<file path="config.mk">
export PLATFORM = sky130hd
export DESIGN_NAME = dual_sp_ctrl
export DESIGN_NICKNAME = d
export VERILOG_FILES = /design/src/rtl/stk_pkg.sv /design/src/rtl/stk_bank.sv /design/src/rtl/stk_agu.sv /design/src/rtl/stk_ret.sv /design/src/rtl/dual_sp_ctrl.sv
export SDC_FILE = /design/constraint.sdc
export NUM_CORES = 1
export LEC_CHECK = 0
export ABC_AREA = 1
export CORE_UTILIZATION = 30
export DETAILED_ROUTE_END_ITERATION = 10
export GPL_TIMING_DRIVEN = 0
export HOLD_SLACK_MARGIN = 0.1
export PLACE_DENSITY = 0.56
export SYNTH_ARGS = -nofsm -noshare
export SYNTH_HDL_FRONTEND = slang
export SYNTH_HIERARCHICAL = 1
export SYNTH_SLANG_ARGS = --single-unit
</file>
<file path="constraint.sdc">
create_clock -name clk_i -period 19.9 [get_ports clk_i]
set_input_delay 5.97 -clock clk_i [delete_from_list [all_inputs] [get_ports clk_i]]
set_output_delay 5.97 -clock clk_i [all_outputs]
set_load 0.05 [all_outputs]
</file>
<file path="src/rtl/stk_pkg.sv">
package stk_pkg;
  typedef enum logic [3:0] {
    OP_NOP    = 4'd0,
    OP_PUSH   = 4'd1,
    OP_POP    = 4'd2,
    OP_PUSHN  = 4'd3,
    OP_POPN   = 4'd4,
    OP_CALL   = 4'd5,
    OP_RET    = 4'd6,
    OP_WR_SP  = 4'd7,
    OP_WR_OSP = 4'd8
  } stk_op_e;
endpackage

</file>
<file path="src/rtl/stk_bank.sv">
module stk_bank #(
  parameter int AW = 32,
  parameter logic [AW-1:0] RST_NRM = 'h1000,
  parameter logic [AW-1:0] RST_EXC = 'h8000
) (
  input  logic                clk_i,
  input  logic                rst_ni,
  input  logic                wr_en_i,
  input  logic                wr_idx_i,
  input  logic [AW-1:0]       wr_val_i,
  output logic [1:0][AW-1:0]  ptr_o
);
  localparam int NPTR = 2;
  localparam logic [NPTR-1:0][AW-1:0] RST_VAL = {RST_EXC, RST_NRM};

  for (genvar g = 0; g < NPTR; g++) begin : g_ptr
    always_ff @(posedge clk_i or negedge rst_ni) begin
      if (!rst_ni)                                  ptr_o[g] <= RST_VAL[g];
      else if (wr_en_i && (wr_idx_i == 1'(g)))      ptr_o[g] <= wr_val_i;
    end
  end
endmodule

</file>
<file path="src/rtl/stk_agu.sv">
module stk_agu import stk_pkg::*; #(
  parameter int AW = 32,
  parameter int FRAME_BYTES = 8
) (
  input  stk_op_e        op_i,
  input  logic           odd_i,
  input  logic [AW-1:0]  base_i,
  input  logic [AW-1:0]  wdata_i,
  output logic           req_o,
  output logic           we_o,
  output logic [AW-1:0]  addr_o,
  output logic           upd_o,
  output logic [AW-1:0]  nxt_o
);
  localparam logic [AW-1:0] FRAME = AW'(FRAME_BYTES);
  localparam logic [AW-1:0] HALF  = AW'(FRAME_BYTES / 2);

  logic [AW-1:0] up_off;
  assign up_off = odd_i ? HALF : '0;

  always_comb begin
    req_o  = 1'b0;
    we_o   = 1'b0;
    addr_o = '0;
    upd_o  = 1'b0;
    nxt_o  = base_i;
    unique case (op_i)
      OP_PUSH, OP_PUSHN: begin
        req_o = 1'b1; we_o = 1'b1; addr_o = base_i + up_off;
        upd_o = 1'b1; nxt_o = base_i + FRAME;
      end
      OP_POP, OP_POPN: begin
        req_o = 1'b1; addr_o = base_i - FRAME + up_off;
        upd_o = 1'b1; nxt_o = base_i - FRAME;
      end
      OP_CALL: begin
        req_o = 1'b1; we_o = 1'b1; addr_o = base_i;
        upd_o = 1'b1; nxt_o = base_i + FRAME;
      end
      OP_RET: begin
        req_o = 1'b1; addr_o = base_i - FRAME;
        upd_o = 1'b1; nxt_o = base_i - FRAME;
      end
      OP_WR_SP, OP_WR_OSP: begin
        upd_o = 1'b1; nxt_o = wdata_i;
      end
      default: ;
    endcase
  end
endmodule

</file>
<file path="src/rtl/stk_ret.sv">
module stk_ret #(
  parameter int AW = 32
) (
  input  logic           clk_i,
  input  logic           rst_ni,
  input  logic           call_i,
  input  logic           ret_i,
  input  logic           clr_i,
  input  logic [AW-1:0]  ret_pc_i,
  input  logic           rd_valid_i,
  input  logic [AW-1:0]  rd_data_i,
  output logic           hit_o,
  output logic           vld_o,
  output logic           pend_o,
  output logic           pc_valid_o,
  output logic [AW-1:0]  pc_o,
  output logic           stall_o
);
  logic          vld_q, pend_q, miss;
  logic [AW-1:0] ras_q;

  assign hit_o      = ret_i & vld_q;
  assign miss       = ret_i & ~vld_q;
  assign stall_o    = miss | (pend_q & ~rd_valid_i);
  assign pc_valid_o = hit_o | (pend_q & rd_valid_i);
  assign pc_o       = hit_o ? ras_q : rd_data_i;
  assign vld_o      = vld_q;
  assign pend_o     = pend_q;

  always_ff @(posedge clk_i or negedge rst_ni) begin
    if (!rst_ni) begin
      vld_q  <= 1'b0;
      pend_q <= 1'b0;
      ras_q  <= '0;
    end else begin
      if (call_i) begin
        vld_q <= 1'b1;
        ras_q <= ret_pc_i;
      end else if (ret_i || clr_i) begin
        vld_q <= 1'b0;
      end
      if (miss)            pend_q <= 1'b1;
      else if (rd_valid_i) pend_q <= 1'b0;
    end
  end
endmodule

</file>
<file path="src/rtl/dual_sp_ctrl.sv">
module dual_sp_ctrl import stk_pkg::*; #(
  parameter int AW = 32,
  parameter logic [AW-1:0] SP_NRM_RST = 'h1000,
  parameter logic [AW-1:0] SP_EXC_RST = 'h8000
) (
  input  logic           clk_i,
  input  logic           rst_ni,
  input  logic [3:0]     op_i,
  input  logic           reg_odd_i,
  input  logic           exc_mode_i,
  input  logic [AW-1:0]  wdata_i,
  input  logic           rd_valid_i,
  input  logic [AW-1:0]  rd_data_i,
  output logic [AW-1:0]  sp_o,
  output logic [AW-1:0]  osp_o,
  output logic           mem_req_o,
  output logic           mem_we_o,
  output logic [AW-1:0]  mem_addr_o,
  output logic           pc_valid_o,
  output logic [AW-1:0]  pc_o,
  output logic           stall_o
);
  stk_op_e            op;
  logic               acc, pend_q, ras_vld, hit, mode_q;
  logic               tgt, agu_req, agu_upd;
  logic [AW-1:0]      base, nxt;
  logic [1:0][AW-1:0] ptr;

  assign op  = stk_op_e'(op_i);
  assign acc = ~pend_q;

  always_ff @(posedge clk_i or negedge rst_ni) begin
    if (!rst_ni) mode_q <= 1'b0;
    else         mode_q <= exc_mode_i;
  end

  // pointer index: 0 normal, 1 exception
  always_comb begin
    unique case (op)
      OP_PUSHN, OP_POPN: tgt = 1'b0;
      OP_WR_OSP:         tgt = ~exc_mode_i;
      default:           tgt = exc_mode_i;
    endcase
  end
  assign base = ptr[tgt];

  stk_bank #(.AW(AW), .RST_NRM(SP_NRM_RST), .RST_EXC(SP_EXC_RST)) u_bank (
    .clk_i, .rst_ni,
    .wr_en_i (acc & agu_upd),
    .wr_idx_i(tgt),
    .wr_val_i(nxt),
    .ptr_o   (ptr)
  );

  stk_agu #(.AW(AW)) u_agu (
    .op_i   (op),
    .odd_i  (reg_odd_i),
    .base_i (base),
    .wdata_i(wdata_i),
    .req_o  (agu_req),
    .we_o   (mem_we_o),
    .addr_o (mem_addr_o),
    .upd_o  (agu_upd),
    .nxt_o  (nxt)
  );

  stk_ret #(.AW(AW)) u_ret (
    .clk_i, .rst_ni,
    .call_i    (acc && op == OP_CALL),
    .ret_i     (acc && op == OP_RET),
    .clr_i     ((acc && op == OP_WR_SP) || (exc_mode_i != mode_q)),
    .ret_pc_i  (wdata_i),
    .rd_valid_i(rd_valid_i),
    .rd_data_i (rd_data_i),
    .hit_o     (hit),
    .vld_o     (ras_vld),
    .pend_o    (pend_q),
    .pc_valid_o(pc_valid_o),
    .pc_o      (pc_o),
    .stall_o   (stall_o)
  );

  assign mem_req_o = acc & agu_req & ~hit;
  assign sp_o      = ptr[exc_mode_i];
  assign osp_o     = ptr[~exc_mode_i];
endmodule

</file>
After elaboration in Yosys (flattened, before gate mapping)

Index checks and enable logic that the tools add are counted.

Equal/unequal tests: 9
Magnitude comparators: 3
$add $sub $neg: 4
Multipliers: 0
Muxes and demuxes: 18
Reduce and logical (&&, ||, !) cells: 17
Shift-type cells: 0
Bitwise gates (word level): 15
Divide/modulo/power cells: 0

Operators by type and width:

| operator                                                    | number |
|---|---|
| two-way mux 32 bit                                          | 7 |
| case mux 32 bit (4 select lines)                            | 1 |
| case mux 32 bit (3 select lines)                            | 1 |
| adder 32 bit                                                | 2 |
| adder 32 x 4 -> 32 bit (second input constant)              | 1 |
| subtractor 32 x 4 -> 32 bit (second input constant)         | 1 |
| == test 4 x 3 -> 1 bit (second input constant)              | 4 |
| == test 4 x 2 -> 1 bit (second input constant)              | 2 |
| OR reduction 2 bit                                          | 4 |
| OR reduction 8 bit                                          | 1 |
| AND 1 bit                                                   | 7 |
| two-way mux 1 bit                                           | 7 |
| less-than comparator 1 x 2 -> 1 bit (second input constant) | 3 |
| inverter 1 bit                                              | 6 |
| OR reduction 3 bit                                          | 2 |
| OR reduction 6 bit                                          | 1 |
| logical AND 1 bit                                           | 5 |
| == test 4 x 1 -> 1 bit (second input constant)              | 1 |
| == test 4 bit (second input constant)                       | 1 |
| nonzero test 2 bit                                          | 2 |
| two-way mux 3 bit                                           | 1 |
| logical OR 1 bit                                            | 2 |
| bitwise OR 1 bit                                            | 2 |
| case mux 1 bit (2 select lines)                             | 1 |
| inequality test 1 bit                                       | 1 |

Bits in registers: 99
Bits in latches: 0
Memory bits (read-only): 0
Logic and storage cells: 72
RAM bits: 0
Memories kept: 0
Bits of input ports: 73

Logic depth before layout (Yosys ltp)

Depth in word-level cells: 8
Gate-level depth with buffers: 27

Cells and area by module

The synthesis kept the hierarchy.

By module, submodules not included:

| module       | area each (µm²) | cells an instance | times used | seq. area each (µm²) |
|---|---|---|---|---|
| stk_agu      | 4317.9          | 891               | 1          | 0.0 |
| stk_bank     | 2665.1          | 279               | 1          | 1604.0 |
| stk_ret      | 1885.6          | 257               | 1          | 850.8 |
| dual_sp_ctrl | 1378.8          | 303               | 1          | 25.0 |

Worst setup path before layout

No wires, ideal clock.

Path type: input to output
From: input op_i[0]
To: output mem_addr_o[23]
Cell stages on the path: 22
Path slack: 4.859 ns
Arrival time: 9.071 ns
Path buffers: 2
Required time: 13.930 ns
Cell sequence: nor2_1 nand2_2 nand3_4 nand2_4 buf_6 nand2_1 nand2_1 inv_1 ha_1 nand2_2 nor2_4 buf_4 nand2_1 nand2_1 nand3_1 nand2_1 inv_1 nor2_1 nand2_1 nor2_4 nor2_1 o21bai_1

Longest elaborated chain between the ends: 8
Elaborated cells between the ends (all ways): 17

Ends and longest elaborated chain:

| what                                                                    | RTL line                     | source |
|---|---|---|
| from (decl)                                                             | dual_sp_ctrl.sv:8            | `input logic [3:0] op_i,` |
| == test 4 x 2 -> 1 bit / == test 4 x 3 -> 1 bit (equally long branches) | dual_sp_ctrl.sv:39           | `unique case (op)` |
| OR reduction 2 bit                                                      | dual_sp_ctrl.sv:39           |  |
| case mux 1 bit (2 select lines) *                                       | dual_sp_ctrl.sv:39           |  |
| two-way mux 32 bit (not written as such) * (2 in a row)                 | dual_sp_ctrl.sv:45           | `assign base = ptr[tgt];` |
| net base[3]                                                             | dual_sp_ctrl.sv:26           | `logic [AW-1:0] base, nxt;` |
| subtractor 32 x 4 -> 32 bit                                             | stk_agu.sv:33, stk_agu.sv:41 |  |
| adder 32 bit                                                            | stk_agu.sv:33                | `req_o = 1'b1; addr_o = base_i - FRAME + up_off;` |
| case mux 32 bit (4 select lines) *                                      | stk_agu.sv:27                | `unique case (op_i)` |
| to (decl)                                                               | dual_sp_ctrl.sv:18           | `output logic [AW-1:0] mem_addr_o,` |

The timed path passes the listed nets; every way through them passes the cells marked *. The select of a mux whose other input is x is not followed.

Worst setup path after layout

From: input op_i[0]
To: output mem_addr_o[22]

The elaborated chain is that of the path after synthesis.

==> flow_summary.json <==
{
  "intPower_uw": 713.6,
  "slew_viol_final": 0,
  "antenna_found_initial": 0,
  "core-area_mm2": 0.03353,
  "final_cell_mix": "nand2_1 (731), nand3_1 (231), clkdlybuf4s50_1 (203)",
  "cp_data_arrival_time_ns": 10.92,
  "place_inst": 2383,
  "rows": 67,
  "critPathKind": "primary input to output port",
  "slowest_stage": "clkdlybuf4s50_1",
  "seqCellArea_mm2": 0.002480,
  "insertion_delay_ns": 0.37,
  "fin_skew_ns": 0.01070,
  "final_antenna_net_count": 0,
  "fin_nets": 2023,
  "r2r_start": "u_bank/ptr_o[4]",
  "min_period_ns": 16.89,
  "synth_cell_types": 54,
  "finalHoldViolations": 0,
  "drive_above_1_share": 0.09329,
  "num-fill-cells": 3726,
  "hold_path_class": "register to register",
  "tightest_slew_ns": 1.178,
  "grt_use_total": 0.2488,
  "irDropWorstVdd_uv": 80.55,
  "pwr-share-comb": 0.699,
  "drt-pass1-iter-count": 5,
  "io_buffers": 204,
  "syn-num-nets": 1807,
  "vias": 12240,
  "rr_worst_depth": 17,
  "path_cells": "clkdlybuf4s50_1 > nor2_1 > nand4_4 > buf_2 > nand3_1 > nand2_1 > inv_1 > ha_1 > nand2_2 > nor2_1 > nand2_1 > nand2_1 > nand3_1 > nand2_2 > nand2_2 > nor2_4 > nand3_4 > nor2_2 > nor2_1 > o21bai_1 > clkdlybuf4s50_1",
  "min_delay_path_depth": 2,
  "startpoint_type": "primary input",
  "gp_congestion": 0.9478,
  "wl_um": 44030,
  "sw_frac_of_total": 0.5872,
  "ys_seq_area_frac": 0.2420,
  "grt_pass1_wl_um": 67100,
  "cts_buffers": 9,
  "post-route-period-util": 0.8485,
  "post_cts_buffers": 0,
  "pin_count": 205,
  "p_seq_frac": 0.196,
  "cts_tree": "built",
  "status": "complete, no violations",
  "ys_warn_count": 6,
  "die_w_um": 186.8,
  "final_util": 0.3926,
  "die_h_um": 186.8,
  "cts-root-buf": "clkbuf_16",
  "syn_area_per_cell_um2": 5.923,
  "crit_required_ns": 13.93,
  "cap_violations": 0,
  "mostFrequentLayoutCell": "nand2_1",
  "p_leak_uw": 0.006181,
  "worstHoldStart": "u_ret/ras_q[22]",
  "cp_max_fo": 10,
  "setup_violations": 0,
  "hold_end": "u_ret/ras_q[22]",
  "clockBufferDepth": 2,
  "r2r_slack_ns": 16.54,
  "ys_seq_elements": 99,
  "grt_max_degree": 55,
  "cts-htree-levels": 3,
  "grt_overflow": 0,
  "slew_headroom": 0.2096,
  "drt-initial-drc-count": 1236,
  "cts.clk_slew.worst_paths_ns": 0.07,
  "initial_core_util": 0.3056,
  "cp-end-kind": "output port",
  "cp_slowest_stage_delay_ns": 0.85,
  "drc_errors": 0,
  "max_freq_mhz": 59.22,
  "clkPwrFrac": 0.105,
  "setup_ws_ns": 3.014,
  "area_growth_syn_to_layout_pct": 28.46,
  "preCtsSetupSlack_ns": 3.014,
  "cts_hold_buf": 0,
  "p_sw_uw": 1015,
  "die_area_mm2": 0.03490,
  "cts.sinks": 99,
  "synthCells": 1730,
  "fin_tns_setup_ns": 0,
  "viasPerCell": 5.102,
  "grt_pass1_vias": 11420,
  "hpwlAfterDp_um": 35860,
  "power_density_mw_per_mm2": 131.3,
  "rsz0062_at_grt": "no",
  "r2r-end": "u_bank/ptr_o[31]",
  "avgRoutedWirePerCell_um": 18.35,
  "multi_input_area_mm2": 0.006390,
  "diodes": 0,
  "post_cts_resized": 0,
  "fin_cells": 2399,
  "fin_hold_ws_ns": 0.4753,
  "netlist_area_mm2": 0.01025
}
flip-flops by register name, indices dropped and copies added (netlist names):
register and count:
u_ret/ras_q 32, u_bank/ptr_o 64, u_ret/pend_o 1, mode_q 1
u_ret/vld_o 1
Yosys cell counts, drive strengths merged:
library cell | instances | area (µm²)
nand2 | 761 | 2965
or2 | 3 | 18.77
ha | 4 | 50.05
o2111ai | 9 | 78.83
o311ai | 1 | 8.760
o211ai | 7 | 52.55
o221ai | 11 | 96.34
a21o | 1 | 7.510
xor2 | 1 | 8.760
nor3b | 1 | 7.510
o21ai | 125 | 633.1
nand4 | 19 | 133.9
nor4 | 1 | 6.260
o31ai | 3 | 27.52
nand3b | 2 | 15.01
a31o | 1 | 8.760
inv | 155 | 584.3
nand3 | 238 | 1264
and2 | 3 | 18.77
nor3 | 11 | 60.06
a31oi | 14 | 87.58
a22o | 1 | 8.760
dfstp | 2 | 52.55
nor2 | 130 | 648.1
o21bai | 6 | 45.04
dfrtp | 97 | 2427
buf | 57 | 457.9
clkinv | 1 | 3.750
a21oi | 6 | 33.78
a22oi | 2 | 15.01
xnor2 | 1 | 8.760
clkbuf | 43 | 331.6
o22ai | 13 | 81.33
worst max-delay path by stage:
stage	startpoint	cells after the start	slack (ns)	endpoint
global placement	exc_mode_i	22	3.00	mem_addr_o[24]
detailed placement	exc_mode_i	22	3.01	mem_addr_o[24]
global route	exc_mode_i	22	2.69	mem_addr_o[22]
finish	op_i[0]	21	3.01	mem_addr_o[22]
CTS	exc_mode_i	22	3.00	mem_addr_o[24]
floorplan	op_i[0]	22	4.86	mem_addr_o[23]
per-stage QoR:
stage	power (µW)	area (µm²)
3_3_place_gp	1533	12850
4_1_cts	1728	13160
3_5_place_dp	1540	12870
5_1_grt	1854	13160
2_1_floorplan	1154	10250
6_report	1729	13160
layer usage:
layer	share of wire	GRT usage
met1	0.46	0.3454
met5	0	0
met2	0.46	0.4007
met4	0.032	0.08544
met3	0.053	0.02664
worst max-delay path, delay by kind of cell:
family                   cells  cell delay, ns
buffers and inverters        4            1.97
AND/OR/NAND/NOR             15            2.41
adder cells (fa/ha/maj)      1            0.37
AO/OA/AOI/OAI                1            0.17
layout make-up:
class | count | area share
well taps | 448 | 0.04258
clock inverters | 6 | 0.004562
inverters | 156 | 0.04467
plain buffers | 100 | 0.05998
multi-input cells | 1375 | 0.4854
repair buffers | 205 | 0.1570
clock buffers | 10 | 0.01739
flip-flops and latches | 99 | 0.1884
cells by family (layout without fill, tap and decap cells):
group | after synthesis | after routing | share of synthesized area
AND/OR/NAND/NOR | 1169 | 1169 | 0.5013
buffers and inverters | 256 | 477 | 0.1344
AO/OA/AOI/OAI | 200 | 200 | 0.1156
flip-flops | 99 | 99 | 0.2420
adder cells (fa/ha/maj) | 4 | 4 | 0.004884
XOR/XNOR | 2 | 2 | 0.001710
power by group through the flow:
stage | registers [µW] | clock network [µW] | logic [µW]
after floorplan | 319 | 0 | 835
after global placement | 342 | 0 | 1190
after detailed placement | 343 | 0 | 1200
after CTS | 340 | 187 | 1200
after global routing | 350 | 193 | 1310
final | 340 | 181 | 1210
Note: power is estimated with default switching activity, not from simulation.
